--- src/rtl/pof_pkg.sv ---
package pof_pkg;
  localparam int unsigned PIX_W = 12;
  localparam int unsigned CLV_W = 8;

  typedef struct packed {
    logic [PIX_W-1:0] pix;
    logic             blank;
  } pof_beat_t;

  typedef enum logic {
    OUT_REGISTERED  = 1'b0,
    OUT_TRANSPARENT = 1'b1
  } pof_outmode_e;

  function automatic logic [PIX_W-1:0] to_gray(input logic [PIX_W-1:0] b);
    return b ^ (b >> 1);
  endfunction
endpackage

--- src/rtl/pof_edge_qual.sv ---
module pof_edge_qual (
  input  logic clk,
  input  logic rst_n,
  input  logic dclk_i,
  input  logic pol_dclk_i,
  input  logic clamp_i,
  input  logic pol_clamp_i,
  input  logic blank_i,
  input  logic pol_blank_i,
  output logic adv_o,
  output logic clamp_act_o,
  output logic blank_act_o
);
  logic dclk_eff;
  logic dclk_q;

  always_comb begin
    dclk_eff    = pol_dclk_i  ? dclk_i  : ~dclk_i;
    clamp_act_o = pol_clamp_i ? clamp_i : ~clamp_i;
    blank_act_o = pol_blank_i ? blank_i : ~blank_i;
    adv_o       = dclk_eff & ~dclk_q;
  end

  // reset high so that a clock already at its active level is not taken as an edge
  always_ff @(posedge clk) begin
    if (!rst_n) dclk_q <= 1'b1;
    else        dclk_q <= dclk_eff;
  end

  AST_EDGE_SPACED: assert property (@(posedge clk) disable iff (!rst_n)
    adv_o |=> !adv_o);
endmodule

--- src/rtl/pof_delay_line.sv ---
module pof_delay_line
  import pof_pkg::*;
#(
  parameter int unsigned DEPTH = 9
) (
  input  logic      clk,
  input  logic      rst_n,
  input  logic      adv_i,
  input  pof_beat_t beat_i,
  output pof_beat_t beat_o
);
  pof_beat_t stg [DEPTH];

  always_ff @(posedge clk) begin
    if (!rst_n)     stg[0] <= '0;
    else if (adv_i) stg[0] <= beat_i;
  end

  for (genvar i = 1; i < DEPTH; i++) begin : g_stage
    always_ff @(posedge clk) begin
      if (!rst_n)     stg[i] <= '0;
      else if (adv_i) stg[i] <= stg[i-1];
    end
  end

  assign beat_o = stg[DEPTH-1];

  AST_LINE_HOLD: assert property (@(posedge clk) disable iff (!rst_n)
    !adv_i |=> $stable(beat_o));

  if (DEPTH > 1) begin : g_shift_chk
    AST_LINE_SHIFT: assert property (@(posedge clk) disable iff (!rst_n)
      adv_i |=> stg[1] == $past(stg[0]));
  end
endmodule

--- src/rtl/pof_fmt_stage.sv ---
module pof_fmt_stage
  import pof_pkg::*;
(
  input  logic             clk,
  input  logic             rst_n,
  input  logic             adv_i,
  input  pof_beat_t        beat_i,
  input  logic             blank_to_clamp_i,
  input  logic [CLV_W-1:0] clamp_lvl_i,
  input  logic             gray_i,
  input  pof_outmode_e     mode_i,
  output logic [PIX_W-1:0] data_o
);
  logic [PIX_W-1:0] fill;
  logic [PIX_W-1:0] subst;
  logic [PIX_W-1:0] coded;
  logic [PIX_W-1:0] out_q;

  always_comb begin
    fill  = blank_to_clamp_i ? PIX_W'(clamp_lvl_i) : '0;
    subst = beat_i.blank ? fill : beat_i.pix;
    coded = gray_i ? to_gray(subst) : subst;
  end

  always_ff @(posedge clk) begin
    if (!rst_n)     out_q <= '0;
    else if (adv_i) out_q <= coded;
  end

  assign data_o = (mode_i == OUT_TRANSPARENT) ? coded : out_q;

  AST_ZERO_BLANK: assert property (@(posedge clk) disable iff (!rst_n)
    (beat_i.blank && !blank_to_clamp_i) |-> coded == '0);

  AST_CLAMP_FILL: assert property (@(posedge clk) disable iff (!rst_n)
    (beat_i.blank && blank_to_clamp_i && !gray_i) |-> coded == PIX_W'(clamp_lvl_i));

  AST_LATCH_HOLD: assert property (@(posedge clk) disable iff (!rst_n)
    !adv_i |=> $stable(out_q));
endmodule

--- src/rtl/pix_out_fmt.sv ---
module pix_out_fmt
  import pof_pkg::*;
#(
  parameter int unsigned LATENCY = 9
) (
  input  logic             clk,
  input  logic             rst_n,
  input  logic             dclk_i,
  input  logic [PIX_W-1:0] pix_i,
  input  logic             blank_i,
  input  logic             clamp_win_i,
  input  logic             pol_dclk_i,
  input  logic             pol_clamp_i,
  input  logic             pol_blank_i,
  input  logic             blank_to_clamp_i,
  input  logic [CLV_W-1:0] clamp_lvl_i,
  input  logic             gray_i,
  input  logic             transparent_i,
  input  logic             hiz_i,
  output logic [PIX_W-1:0] dout_o,
  output logic             dout_en_o
);
  // the capture register counts as the first of the stages ahead of the output latch
  localparam int unsigned STAGES = LATENCY;

  logic      adv;
  logic      clamp_act;
  logic      blank_act;
  pof_beat_t beat_in;
  pof_beat_t beat_out;

  pof_edge_qual u_qual (
    .clk         (clk),
    .rst_n       (rst_n),
    .dclk_i      (dclk_i),
    .pol_dclk_i  (pol_dclk_i),
    .clamp_i     (clamp_win_i),
    .pol_clamp_i (pol_clamp_i),
    .blank_i     (blank_i),
    .pol_blank_i (pol_blank_i),
    .adv_o       (adv),
    .clamp_act_o (clamp_act),
    .blank_act_o (blank_act)
  );

  // blanking is decided at capture, with the clamp window taking priority
  always_comb begin
    beat_in.pix   = pix_i;
    beat_in.blank = blank_act & ~clamp_act;
  end

  pof_delay_line #(.DEPTH(STAGES)) u_line (
    .clk    (clk),
    .rst_n  (rst_n),
    .adv_i  (adv),
    .beat_i (beat_in),
    .beat_o (beat_out)
  );

  pof_fmt_stage u_fmt (
    .clk              (clk),
    .rst_n            (rst_n),
    .adv_i            (adv),
    .beat_i           (beat_out),
    .blank_to_clamp_i (blank_to_clamp_i),
    .clamp_lvl_i      (clamp_lvl_i),
    .gray_i           (gray_i),
    .mode_i           (pof_outmode_e'(transparent_i)),
    .data_o           (dout_o)
  );

  assign dout_en_o = ~hiz_i;

  AST_CLAMP_WINS: assert property (@(posedge clk) disable iff (!rst_n)
    clamp_act |-> !beat_in.blank);
endmodule

--- config.mk ---
export PLATFORM = sky130hd
export DESIGN_NAME = pix_out_fmt
export DESIGN_NICKNAME = d
export VERILOG_FILES = /design/src/rtl/pof_pkg.sv /design/src/rtl/pof_edge_qual.sv /design/src/rtl/pof_delay_line.sv /design/src/rtl/pof_fmt_stage.sv /design/src/rtl/pix_out_fmt.sv
export SDC_FILE = /design/constraint.sdc
export NUM_CORES = 1
export LEC_CHECK = 0
export ABC_AREA = 1
export BUFFER_PORTS_ARGS = -buffer_cell sky130_fd_sc_hd__buf_2
export CAP_MARGIN = 30
export CORE_MARGIN = 2
export CORE_UTILIZATION = 34
export CTS_BUF_LIST = sky130_fd_sc_hd__clkbuf_8
export CTS_CLUSTER_SIZE = 8
export DETAILED_ROUTE_END_ITERATION = 7
export PLACE_DENSITY = 0.53
export SYNTH_ARGS = -nofsm -noshare
export SYNTH_HDL_FRONTEND = slang
export SYNTH_SLANG_ARGS = --single-unit
--- constraint.sdc ---
create_clock -name clk -period 4.5 [get_ports clk]
set_input_delay 0.225 -clock clk [delete_from_list [all_inputs] [get_ports clk]]
set_output_delay 0.225 -clock clk [all_outputs]
set_load 0.005 [all_outputs]
==> metrics.log <==
[metrics] # DRC: 0
[metrics] Synth top area share: 64.6%
[metrics] Most common cell on crit path: nand2_1
[metrics] clock skew after layout: 0.00756 ns
[metrics] CTS buffer count: 17
[metrics] routing layer with the top usage in global route: met2
[metrics] status: finished, final reports clean
[metrics] number of register bits inferred by synthesis: 130
[metrics] peak per-stage delay on the critical path: 0.61 ns
[metrics] arrival time worst endpoint: 2.00 ns
[metrics] crit path from: u_line.stg[8][0]
[metrics] number of post-CTS setup repair buffers: 0
[metrics] cell type with the largest total area after synthesis: edfxtp_1
[metrics] actual slew at the worst max-slew pin: 0.899 ns
[metrics] estimated wirelength of the detail-placed design: 4.44 mm
[metrics] maximum operating frequency: 448 MHz
[metrics] share of flip-flops with an asynchronous set or reset: 0%
[metrics] required time reported for the critical path endpoint: 4.28 ns
[metrics] unrepaired setup endpoints after global routing: no
[metrics] vias in the first global route: 3026
[metrics] pwr dens: 394 nW/um^2
[metrics] global-route track usage on met1: 10.5%
[metrics] CTS tree: done
[metrics] post-DR vias/cell: 4.01
[metrics] register clock-pin slew on the reported worst setup and hold paths: 0.07 ns
[metrics] list of cells traversed by the critical path: inv_2, nand2_1, nand2_1, nand3_1, nand2_1, o21ai_0, buf_2
[metrics] cell with the most instances after synthesis: inv_1
[metrics] PostCTS Resize Cnt: 0
[metrics] total number of placement rows: 46
[metrics] hold path startpoint: rst_n
[metrics] maximum fanout encountered on the critical timing path: 13
[metrics] count of inserted antenna diode cells: 0
[metrics] number of antenna violations at the first check in global routing: 0
[metrics] Synth Instances: 544
[metrics] GR Overflow Total: 0
[metrics] Final Wtd Congestion: 0.741
[metrics] sequential fraction of the synthesis area: 69.3%
[metrics] ports placed on the boundary: 45
[metrics] mean instance size in the synthesized netlist: 10.0 um^2
[metrics] worst hold path type: input port to flip-flop
[metrics] area added between synthesis and finish: 13.9%
[metrics] vias after detailed routing: 3287
[metrics] cell with the biggest individual delay on the critical path: edfxtp_1
[metrics] placeable core region: 15800 um^2
[metrics] setup total negative slack: 0 ns
[metrics] ratio of cells with drive above 1 in the final layout: 12.3%
[metrics] leakage: 2.76 nW
[metrics] die span in x: 131 um
[metrics] H-tree Lvls: 4
[metrics] final wirelength: 7.55 mm
[metrics] endpoint kind of the worst setup timing path: primary output
[metrics] cell types with the largest area share after synthesis: edfxtp_1, inv_1, nor2_1
[metrics] cell area after synthesis: 5440 um^2
[metrics] sink count of the clock tree: 130
[metrics] final-report setup violation count: 0
[metrics] startpoint-to-endpoint class of the critical path: flip-flop to primary output
[metrics] Post-DRT Antenna Nets: 0
[metrics] maximum buffer depth of the clock tree: 2
[metrics] list of most frequent post-synthesis cells: inv_1, nor2_1, edfxtp_1, nand2_1, nand3_1
[metrics] largest vdd supply drop: 0.000166 V
[metrics] max-slew violation count: 0
[metrics] final hold violation count: 0
[metrics] worst-case setup margin in the final layout: 2.27 ns
[metrics] drt wl/cell: 9.22 um
[metrics] most used flip-flop cell after synthesis: edfxtp_1
[metrics] number of optimization iterations in the first detailed-route pass: 4
[metrics] met3 layer usage reported by global route: 4.07%
[metrics] EDFF count, synth: 117
[metrics] number of hold buffers added after CTS: 0
[metrics] Iteration-0 DRC Markers: 188
[metrics] startpoint of the worst register-to-register path: u_qual.dclk_q
[metrics] total of buffers placed on input and output ports: 44
[metrics] total global-route track usage: 9.85%
[metrics] routing usage on met2: 16.8%
[metrics] Ys Warns: 0
[metrics] initial core utilization: 34.5%
[metrics] Die Footprint: 17000 um^2
[metrics] root buf cell: clkbuf_8
[metrics] synthesized net count: 576
[metrics] post-layout minimum cycle time: 2.23 ns
[metrics] number of distinct library cells after synthesis: 16
[metrics] Max Cap Violations: 0
[metrics] worst max-slew margin expressed relative to the limit: 40.1%
[metrics] fin crit share: 49.6%
[metrics] first-pass GRT wire length: 12.8 mm
[metrics] die height: 131 um
[metrics] number of fillers in the final layout: 1596
[metrics] maximum number of pins on one net before global-route repair: 72
[metrics] pre-CTS setup slack: 2.21 ns
[metrics] clock latency on the worst-skew pair: 0.42 ns
[metrics] element type at the critical path start: flip-flop
[metrics] Net count, final: 622
## layout by cell type (no fill, tap or decap)
master     count
dfxtp_1       13
o21ai_0        6
clkbuf_8      17
buf_2         44
xor2_1         2
nand2_4        1
nand3_4        1
clkinv_1       5
nand3_1       20
xnor2_2        1
nor3_1         1
clkinv_2       2
bufinv_16      2
nor2_1       119
xnor2_1        2
inv_2          3
inv_1        138
edfxtp_1     117
buf_4          3
nand2_1      106
## registers in the layout, summed over array words and instances, names as in the netlist
register,cells
u_qual.dclk_q,1
u_fmt.out_q,12
u_line.stg,117
## routing by layer
metal  vias to the layer above  share of wire (%)
met3                         8                5.2
met1                      1489                 46
met5                         -                  0
met4                         0                1.3
met2                        59                 47
li1                       1731                  -
## stage by stage
step           hold slack (ns)  util (%)  power (mW)  instance area, um^2  instances
4_1_cts                0.00968      39.3        2.49                 6200        819
3_3_place_gp             0.430      37.1        1.60                 5850        787
3_5_place_dp             0.439      37.1        1.60                 5850        787
5_1_grt                 0.0246      39.3        2.56                 6200        819
2_1_floorplan            0.294         -        1.56                 5440        544
6_report                0.0472      39.3        2.44                 6200        819
## worst paths after layout
check	end	slack, ns	cells past startpoint
setup / recovery	dout_o[7]	2.27	7
hold / removal	u_qual.dclk_q	0.05	2
setup reg to reg	u_line.stg[2][12]	2.49	4
hold reg to reg	u_fmt.out_q[5]	0.45	2
## power by group
group / internal [mW] / total (mW) / leakage (nW) / switching (mW)
sequential: 1.39 / 1.41 / 1.34 / 0.0194
clock: 0.467 / 0.871 / 0.198 / 0.404
combinational: 0.0497 / 0.160 / 1.23 / 0.111
total: 1.91 / 2.44 / 2.76 / 0.534
## logic make-up after synthesis
logic type                share of synthesized area (%)
AOI/OAI and AO/OA                                 0.552
xor gates and xnor gates                          0.943
buffers and inverters                              11.6
DFF                                                69.3
and+or+nand+nor                                    17.6
## worst max-delay path: cells and delay by family, from the launching register on
family / cells / cell delay (ns)
compound gates: 1 / 0.27
buf+inv: 2 / 0.34
flops: 1 / 0.61
simple gates: 4 / 0.35
## cell type report
| class | count | area [um^2] | share of cell area [%] |
|---|---|---|---|
| timing repair buffer | 47 | 243 | 3.92 |
| clock buffer | 17 | 234 | 3.77 |
| clock inverter | 15 | 111 | 1.80 |
| tap | 216 | 270 | 4.36 |
| multi-input combinational | 259 | 1060 | 17.1 |
| inverter | 135 | 507 | 8.18 |
| sequential | 130 | 3770 | 60.9 |
No activity file was read; power rests on OpenSTA's default activity.
